--- src/rtl/stby_pkg.sv ---
package stby_pkg;

    typedef enum logic [1:0] {
        ST_RUN   = 2'b00,
        ST_SLEEP = 2'b01,
        ST_STOP  = 2'b10,
        ST_WAIT  = 2'b11
    } stby_state_e;

    typedef struct packed {
        logic       stop;
        logic       sleep;
        logic       hiz;
        logic [1:0] wsel;
        logic       sub_halt;
        logic       main_halt;
    } stby_cfg_t;

    localparam int unsigned BIT_STOP  = 7;
    localparam int unsigned BIT_SLEEP = 6;
    localparam int unsigned BIT_HIZ   = 5;
    localparam int unsigned BIT_NSRST = 4;
    localparam int unsigned BIT_WSHI  = 3;
    localparam int unsigned BIT_WSLO  = 2;
    localparam int unsigned BIT_SUBH  = 1;
    localparam int unsigned BIT_MAINH = 0;

endpackage

--- src/rtl/stby_cfg_reg.sv ---
module stby_cfg_reg
    import stby_pkg::*;
(
    input  logic            clk,
    input  logic            rst_n,
    input  logic            wdt_rst,
    input  logic            sw_rst,
    input  logic            wr_en,
    input  logic [7:0]      wr_data,
    input  logic            wr_lock,
    input  logic            clr_req,
    output stby_cfg_t       cfg,
    output logic [7:0]      rd_data,
    output logic            sw_rst_req
);

    logic wr_ok;
    assign wr_ok = wr_en && !wr_lock;

    always_ff @(posedge clk or negedge rst_n) begin
        if (!rst_n) begin
            cfg        <= '{stop: 1'b0, sleep: 1'b0, hiz: 1'b1, wsel: 2'b00,
                            sub_halt: 1'b1, main_halt: 1'b1};
            sw_rst_req <= 1'b0;
        end else begin
            sw_rst_req <= 1'b0;
            if (wdt_rst) begin
                cfg.stop      <= 1'b0;
                cfg.sleep     <= 1'b0;
                cfg.hiz       <= 1'b1;
                cfg.sub_halt  <= 1'b1;
                cfg.main_halt <= 1'b1;
            end else if (sw_rst) begin
                cfg.stop  <= 1'b0;
                cfg.sleep <= 1'b0;
            end else if (clr_req) begin
                cfg.stop  <= 1'b0;
                cfg.sleep <= 1'b0;
            end else if (wr_ok) begin
                cfg.stop      <= wr_data[BIT_STOP];
                cfg.sleep     <= wr_data[BIT_SLEEP];
                cfg.hiz       <= wr_data[BIT_HIZ];
                cfg.wsel      <= wr_data[BIT_WSHI:BIT_WSLO];
                cfg.sub_halt  <= wr_data[BIT_SUBH];
                cfg.main_halt <= wr_data[BIT_MAINH];
                sw_rst_req    <= !wr_data[BIT_NSRST];
            end
        end
    end

    always_comb begin
        rd_data                    = '0;
        rd_data[BIT_STOP]          = cfg.stop;
        rd_data[BIT_SLEEP]         = cfg.sleep;
        rd_data[BIT_HIZ]           = cfg.hiz;
        rd_data[BIT_NSRST]         = 1'b1;
        rd_data[BIT_WSHI:BIT_WSLO] = cfg.wsel;
        rd_data[BIT_SUBH]          = cfg.sub_halt;
        rd_data[BIT_MAINH]         = cfg.main_halt;
    end

    AST_SWREQ_PULSE: assert property (@(posedge clk) disable iff (!rst_n)
        sw_rst_req |=> !sw_rst_req) else $error("sw_rst_req wider than one clock");

    AST_LOCKED_WRITE_IGNORED: assert property (@(posedge clk) disable iff (!rst_n)
        (wr_en && wr_lock && !wdt_rst && !sw_rst && !clr_req) |=> $stable(cfg))
        else $error("write changed register during wait");

endmodule

--- src/rtl/stby_wait_timer.sv ---
module stby_wait_timer #(
    parameter int unsigned EXP0 = 1,
    parameter int unsigned EXP1 = 11,
    parameter int unsigned EXP2 = 16,
    parameter int unsigned EXP3 = 22
) (
    input  logic       clk,
    input  logic       rst_n,
    input  logic       start,
    input  logic       run,
    input  logic [1:0] code,
    output logic       done
);

    localparam int unsigned TB_W = EXP3 + 2;
    localparam logic [TB_W-1:0] LIM0 = TB_W'((64'd1 << (EXP0 + 1)) - 64'd1);
    localparam logic [TB_W-1:0] LIM1 = TB_W'((64'd1 << (EXP1 + 1)) - 64'd1);
    localparam logic [TB_W-1:0] LIM2 = TB_W'((64'd1 << (EXP2 + 1)) - 64'd1);
    localparam logic [TB_W-1:0] LIM3 = TB_W'((64'd1 << (EXP3 + 1)) - 64'd1);

    logic [TB_W-1:0] tb_cnt;
    logic [TB_W-1:0] lim;

    always_comb begin
        unique case (code)
            2'b00:   lim = LIM0;
            2'b01:   lim = LIM1;
            2'b10:   lim = LIM2;
            default: lim = LIM3;
        endcase
    end

    always_ff @(posedge clk or negedge rst_n) begin
        if (!rst_n)      tb_cnt <= '0;
        else if (start)  tb_cnt <= '0;
        else if (run)    tb_cnt <= tb_cnt + 1'b1;
    end

    assign done = run && !start && (tb_cnt == lim);

    AST_NO_OVERFLOW: assert property (@(posedge clk) disable iff (!rst_n)
        (run && !start) |-> (tb_cnt <= lim)) else $error("timebase passed limit");

endmodule

--- src/rtl/stby_fsm.sv ---
module stby_fsm
    import stby_pkg::*;
(
    input  logic        clk,
    input  logic        rst_n,
    input  logic        wdt_rst,
    input  logic        sw_rst,
    input  logic        wake,
    input  logic        stop_req,
    input  logic        sleep_req,
    input  logic [1:0]  wsel,
    input  logic        wait_done,
    output stby_state_e state,
    output logic [1:0]  wait_code,
    output logic        wait_start,
    output logic        clr_req
);

    stby_state_e nxt;
    logic        rst_evt;

    assign rst_evt = wdt_rst || sw_rst;

    always_ff @(posedge clk or negedge rst_n) begin
        if (!rst_n) begin
            state     <= ST_WAIT;
            wait_code <= 2'b00;
        end else begin
            state <= nxt;
            if (wait_start) wait_code <= wsel;
        end
    end

    always_comb begin
        nxt        = state;
        wait_start = 1'b0;
        clr_req    = 1'b0;
        if (rst_evt) begin
            nxt        = ST_WAIT;
            wait_start = 1'b1;
        end else begin
            unique case (state)
                ST_RUN: begin
                    if (stop_req)       nxt = ST_STOP;
                    else if (sleep_req) nxt = ST_SLEEP;
                end
                ST_SLEEP: begin
                    if (wake) begin
                        nxt     = ST_RUN;
                        clr_req = 1'b1;
                    end
                end
                ST_STOP: begin
                    if (wake) begin
                        nxt        = ST_WAIT;
                        clr_req    = 1'b1;
                        wait_start = 1'b1;
                    end
                end
                ST_WAIT: begin
                    if (wait_done) nxt = ST_RUN;
                end
                default: nxt = ST_WAIT;
            endcase
        end
    end

    AST_STOP_PRIORITY: assert property (@(posedge clk) disable iff (!rst_n)
        (state == ST_RUN && stop_req && !rst_evt) |=> (state == ST_STOP))
        else $error("stop request did not win");

    AST_SLEEP_NO_WAIT: assert property (@(posedge clk) disable iff (!rst_n)
        (state == ST_SLEEP && wake && !rst_evt) |=> (state == ST_RUN))
        else $error("sleep exit not immediate");

    AST_STOP_EXIT_WAITS: assert property (@(posedge clk) disable iff (!rst_n)
        (state == ST_STOP && wake && !rst_evt) |=> (state == ST_WAIT))
        else $error("stop exit skipped wait");

    AST_RESET_WAIT_CODE: assert property (@(posedge clk) disable iff (!rst_n)
        rst_evt |=> (state == ST_WAIT && wait_code == $past(wsel)))
        else $error("reset wait not using kept code");

endmodule

--- src/rtl/stby_osc_ctrl.sv ---
module stby_osc_ctrl
    import stby_pkg::*;
#(
    parameter int unsigned EXP0 = 1,
    parameter int unsigned EXP1 = 11,
    parameter int unsigned EXP2 = 16,
    parameter int unsigned EXP3 = 22
) (
    input  logic       clk,
    input  logic       rst_init_n,
    input  logic       wdt_rst,
    input  logic       sw_rst,
    input  logic       wake,
    input  logic       wr_en,
    input  logic [7:0] wr_data,
    output logic [7:0] rd_data,
    output logic [1:0] mode,
    output logic       hiz_en,
    output logic       main_osc_en,
    output logic       sub_osc_en,
    output logic       sw_rst_req,
    output logic       clk_ready
);

    stby_cfg_t   cfg;
    stby_state_e state;
    logic [1:0]  wait_code;
    logic        wait_start;
    logic        wait_done;
    logic        clr_req;
    logic        in_stop;

    stby_cfg_reg u_reg (
        .clk        (clk),
        .rst_n      (rst_init_n),
        .wdt_rst    (wdt_rst),
        .sw_rst     (sw_rst),
        .wr_en      (wr_en),
        .wr_data    (wr_data),
        .wr_lock    (state == ST_WAIT),
        .clr_req    (clr_req),
        .cfg        (cfg),
        .rd_data    (rd_data),
        .sw_rst_req (sw_rst_req)
    );

    stby_fsm u_fsm (
        .clk        (clk),
        .rst_n      (rst_init_n),
        .wdt_rst    (wdt_rst),
        .sw_rst     (sw_rst),
        .wake       (wake),
        .stop_req   (cfg.stop),
        .sleep_req  (cfg.sleep),
        .wsel       (cfg.wsel),
        .wait_done  (wait_done),
        .state      (state),
        .wait_code  (wait_code),
        .wait_start (wait_start),
        .clr_req    (clr_req)
    );

    stby_wait_timer #(
        .EXP0 (EXP0),
        .EXP1 (EXP1),
        .EXP2 (EXP2),
        .EXP3 (EXP3)
    ) u_timer (
        .clk   (clk),
        .rst_n (rst_init_n),
        .start (wait_start),
        .run   (state == ST_WAIT),
        .code  (wait_code),
        .done  (wait_done)
    );

    assign in_stop     = (state == ST_STOP);
    assign mode        = state;
    assign hiz_en      = in_stop && cfg.hiz;
    assign main_osc_en = !(in_stop && cfg.main_halt);
    assign sub_osc_en  = !(in_stop && cfg.sub_halt);
    assign clk_ready   = (state == ST_RUN);

    AST_HIZ_ONLY_IN_STOP: assert property (@(posedge clk) disable iff (!rst_init_n)
        hiz_en |-> (mode == 2'b10)) else $error("pins floated outside stop");

    AST_OSC_ON_OUTSIDE_STOP: assert property (@(posedge clk) disable iff (!rst_init_n)
        (mode != 2'b10) |-> (main_osc_en && sub_osc_en))
        else $error("oscillator halted outside stop");

    AST_READY_NOT_IN_WAIT: assert property (@(posedge clk) disable iff (!rst_init_n)
        (mode == 2'b11) |-> !clk_ready) else $error("clock released during wait");

endmodule

--- config.mk ---
export PLATFORM = sky130hd
export DESIGN_NAME = stby_osc_ctrl
export DESIGN_NICKNAME = d
export VERILOG_FILES = /design/src/rtl/stby_pkg.sv /design/src/rtl/stby_cfg_reg.sv /design/src/rtl/stby_wait_timer.sv /design/src/rtl/stby_fsm.sv /design/src/rtl/stby_osc_ctrl.sv
export SDC_FILE = /design/constraint.sdc
export NUM_CORES = 1
export LEC_CHECK = 0
export BUFFER_PORTS_ARGS = -buffer_cell sky130_fd_sc_hd__buf_2
export CAP_MARGIN = 20
export CORE_MARGIN = 2
export CORE_UTILIZATION = 56
export CTS_CLUSTER_SIZE = 25
export DETAILED_ROUTE_END_ITERATION = 12
export GPL_TIMING_DRIVEN = 0
export MAX_ROUTING_LAYER = met4
export PLACE_DENSITY = 0.79
export SYNTH_ARGS = -nofsm -noshare
export SYNTH_HDL_FRONTEND = slang
export SYNTH_SLANG_ARGS = --single-unit
--- constraint.sdc ---
create_clock -name clk -period 3.01 [get_ports clk]
set_clock_uncertainty 0.15 [all_clocks]
set_input_delay 0.4515 -clock clk [delete_from_list [all_inputs] [get_ports clk]]
set_output_delay 0.4515 -clock clk [all_outputs]
set_load 0.02 [all_outputs]
==> impl_results.md <==
* Total grt overflow at 0
* Sink Count at 36
* Latest clock arrival within the worst-skew pair at 0.34 ns
* Post-Syn Area at 1930 sq um
* FF-to-FF setup slack at around 0.35 ns
* Ant diodes at 0
* Worst Path Required at a little over 3 ns
* # Max-Cap Violations at 0
* Setup_tns at 0 ns
* Post-synth EDFFs at 0
* Post-Place Cells at 266
* Num CTS Buffers at 5
* Layout cells sized above 1 at between 20% and 30%
* Primary FF master, synth: dfrtp_1
* Initial Util at a little under 60%
* Die span in x at roughly 63 um
* Area growth syn-to-layout at 13.5%
* Starting DRT DRC Count at 84
* Mapped Nets at ~210
* Post-synth top area cell: dfrtp_1
* CTS tree: done
* Setup Viol. Count Final at 0
* Antenna viol nets, final at 0
* Setup CP Type: reg -> reg
* RSZ-0062 raised after global routing: false
* CP Max Fanout at 10
* Gates resized, CTS repair at 0
* Post-route cell area at 2190 sq um
* Yosys cell types at 38
* Fin util at roughly 66%
* DP Area at between 2000 and 2500 sq um
* Die area at roughly 4000 sq um
* Worst Setup Start Kind: flop
* Status: finished, final reports clean
* Max-Slew Margin vs Limit at a little under half
* Arr. time, crit path at 2.73 ns
* Avg Inst Size Synth at approximately 10 sq um
* Initial antenna violation count at 0
* TritonRoute pass-1 iters at 4
* # rows at 21
* FF+latch count, synth at 36
* Synth top area share at 40.2%
* Layout Nets at approximately 250
* Drt wl/cell at 13.7 um
* Post-synth ARST share at between 90% and 100%
* Top cells by area, synth: dfrtp_1, xor2_1, dfstp_2
* Hold Violations, Final at 0
* HPWL Detailed at 2680 um
* Postcts setup bufs at 0
* Final WL at roughly 3700 um
* Register area share after synthesis at a little under half
* Via count at 1564
* Final Max Slew Viols at 0
* H-tree levels at 2
* FMAX at 376 MHz
* Crit end category: flop
* Tightest Pin Transition at between 0.7 and 0.8 ns
* Io pins at 29
* Hold buffer count at cts at 0
* Root buffer cell: clkbuf_4
* PnR worst setup slack at roughly 0.35 ns
* Hold Path Class: in -> async
* Sequential cell area at just over 900 sq um
* Core ar. at around 3300 sq um
* Synth warnings at 0
* Vias in the first global route at between 1000 and 1500
* Fillers at 292
* DRC viols at 0
* Post-synthesis cell count at 193
* Die Y at roughly 63 um
* Leak at roughly 1 nW
* Reg clk slew, reported paths at between 0.1 and 0.15 ns
* Gpl congestion at roughly 0.82
* IO Port Bufs at 27
* Crit share post-route at between 80% and 90%
* Final non-filler cell total at around 270
* Pre-CTS WS at ~0.38 ns
* Pin count of the biggest net entering global routing at 37
* VDD IR max at about 0.24 mV
* Footprint of the multi-input gates at 967 sq um
* Vias per cell at approximately 5.7
* GRT Util Overall at ~23%
* Minimum clock period at around 2.7 ns
* Pwr dens at ~480 nW/um^2
* Global-route wire length before repair at around 6900 um
* Max Root-Sink Buffers at 2
-- worst paths after layout --
kind / from / to / depth (start not counted)
max: u_fsm.state[0] / u_timer.tb_cnt[22] / 7
min: rst_init_n / u_timer.tb_cnt[22] / 1
max reg2reg: u_fsm.state[0] / u_timer.tb_cnt[22] / 7
min reg2reg: u_reg.cfg[4] / u_reg.cfg[4] / 1
max in group asynchronous: rst_init_n / u_reg.cfg[5] / 1
min in group clk: wr_data[4] / u_reg.sw_rst_req / 2
-- flip-flops by register name, indices dropped and copies added, names as in the netlist --
register,flops
u_fsm.state,2
u_fsm.wait_code,2
u_timer.tb_cnt,24
u_reg.sw_rst_req,1
u_reg.cfg,7
-- area by class of cell --
class	instances	area share, %
Multi-Input combinational cell	145	44.1
Inverter	4	0.685
Sequential cell	36	41.4
Tap cell	46	2.63
Timing Repair Buffer	27	6.16
Buffer	8	1.88
Clock buffer	8	3.14
-- cells by family (layout without fill, tap and decap cells) --
logic type / after synthesis / in the layout / share of synthesized area, %
AND/OR/NAND/NOR: 92 / 92 / 23.8
flip-flops: 36 / 36 / 47.0
XOR/XNOR: 24 / 24 / 10.9
AO/OA/AOI/OAI: 14 / 14 / 6.87
buffers and inverters: 12 / 47 / 2.92
multiplexers: 9 / 9 / 5.05
adder cells (fa/ha/maj): 5 / 5 / 3.24
other: 1 / 1 / 0.194
-- critical path: stages, from the launching register on --
cell       delay (ns)
dfstp_2          0.58
ha_1             0.14
clkbuf_1         0.39
a2111oi_0        0.19
nor4_1           0.58
nand4_1          0.23
xor2_1           0.20
nor2_1           0.07
-- power breakdown --
part | total (mW) | switching (mW) | internal (mW)
combinational | 0.202 | 0.111 | 0.0910
clock | 0.291 | 0.153 | 0.137
sequential | 0.558 | 0.0419 | 0.516
-- Yosys cell counts (2+ instances only) --
cell / n
nand3_1: 11
dfrtp_1: 31
clkbuf_1: 5
and4_1: 4
inv_1: 4
xor2_1: 20
nor2_1: 33
nor4_1: 3
dfstp_2: 5
nand2_1: 17
nand4_1: 12
mux2i_1: 3
ha_1: 5
mux2_1: 2
and3_1: 5
xnor2_1: 4
mux2_2: 4
buf_4: 3
o22a_1: 3
-- through the flow --
step           power [mW]  hold WS [ns]
5_1_grt              1.11        0.0750
3_5_place_dp        0.771         0.369
6_report             1.05        0.0327
4_1_cts              1.06        0.0503
2_1_floorplan       0.700       0.00591
3_3_place_gp        0.763         0.355
-- per-layer routing --
layer	vias up	wire length [um]	global-route usage, %
li1	749	-	-
met1	757	1750	30.6
met2	48	1710	33.1
met3	10	208	5.41
met4	0	74	8.89
met5	-	0	-
-- placed cells by master, fill, tap and decap left out, drive strengths merged, types with 2 or more instances in the layout --
master	Yosys	final
or4	2	2
mux2	6	6
nand3	11	11
ha	5	5
clkbuf	5	13
mux2i	3	3
nand2	17	17
inv	4	4
nor2	33	33
dfrtp	31	31
xor2	20	20
a2111oi	2	2
nor4	3	3
xnor2	4	4
dfstp	5	5
nand4	12	12
and3	5	5
and4	5	5
buf	3	30
o22a	3	3
Note: power is estimated with default switching activity, not from simulation.
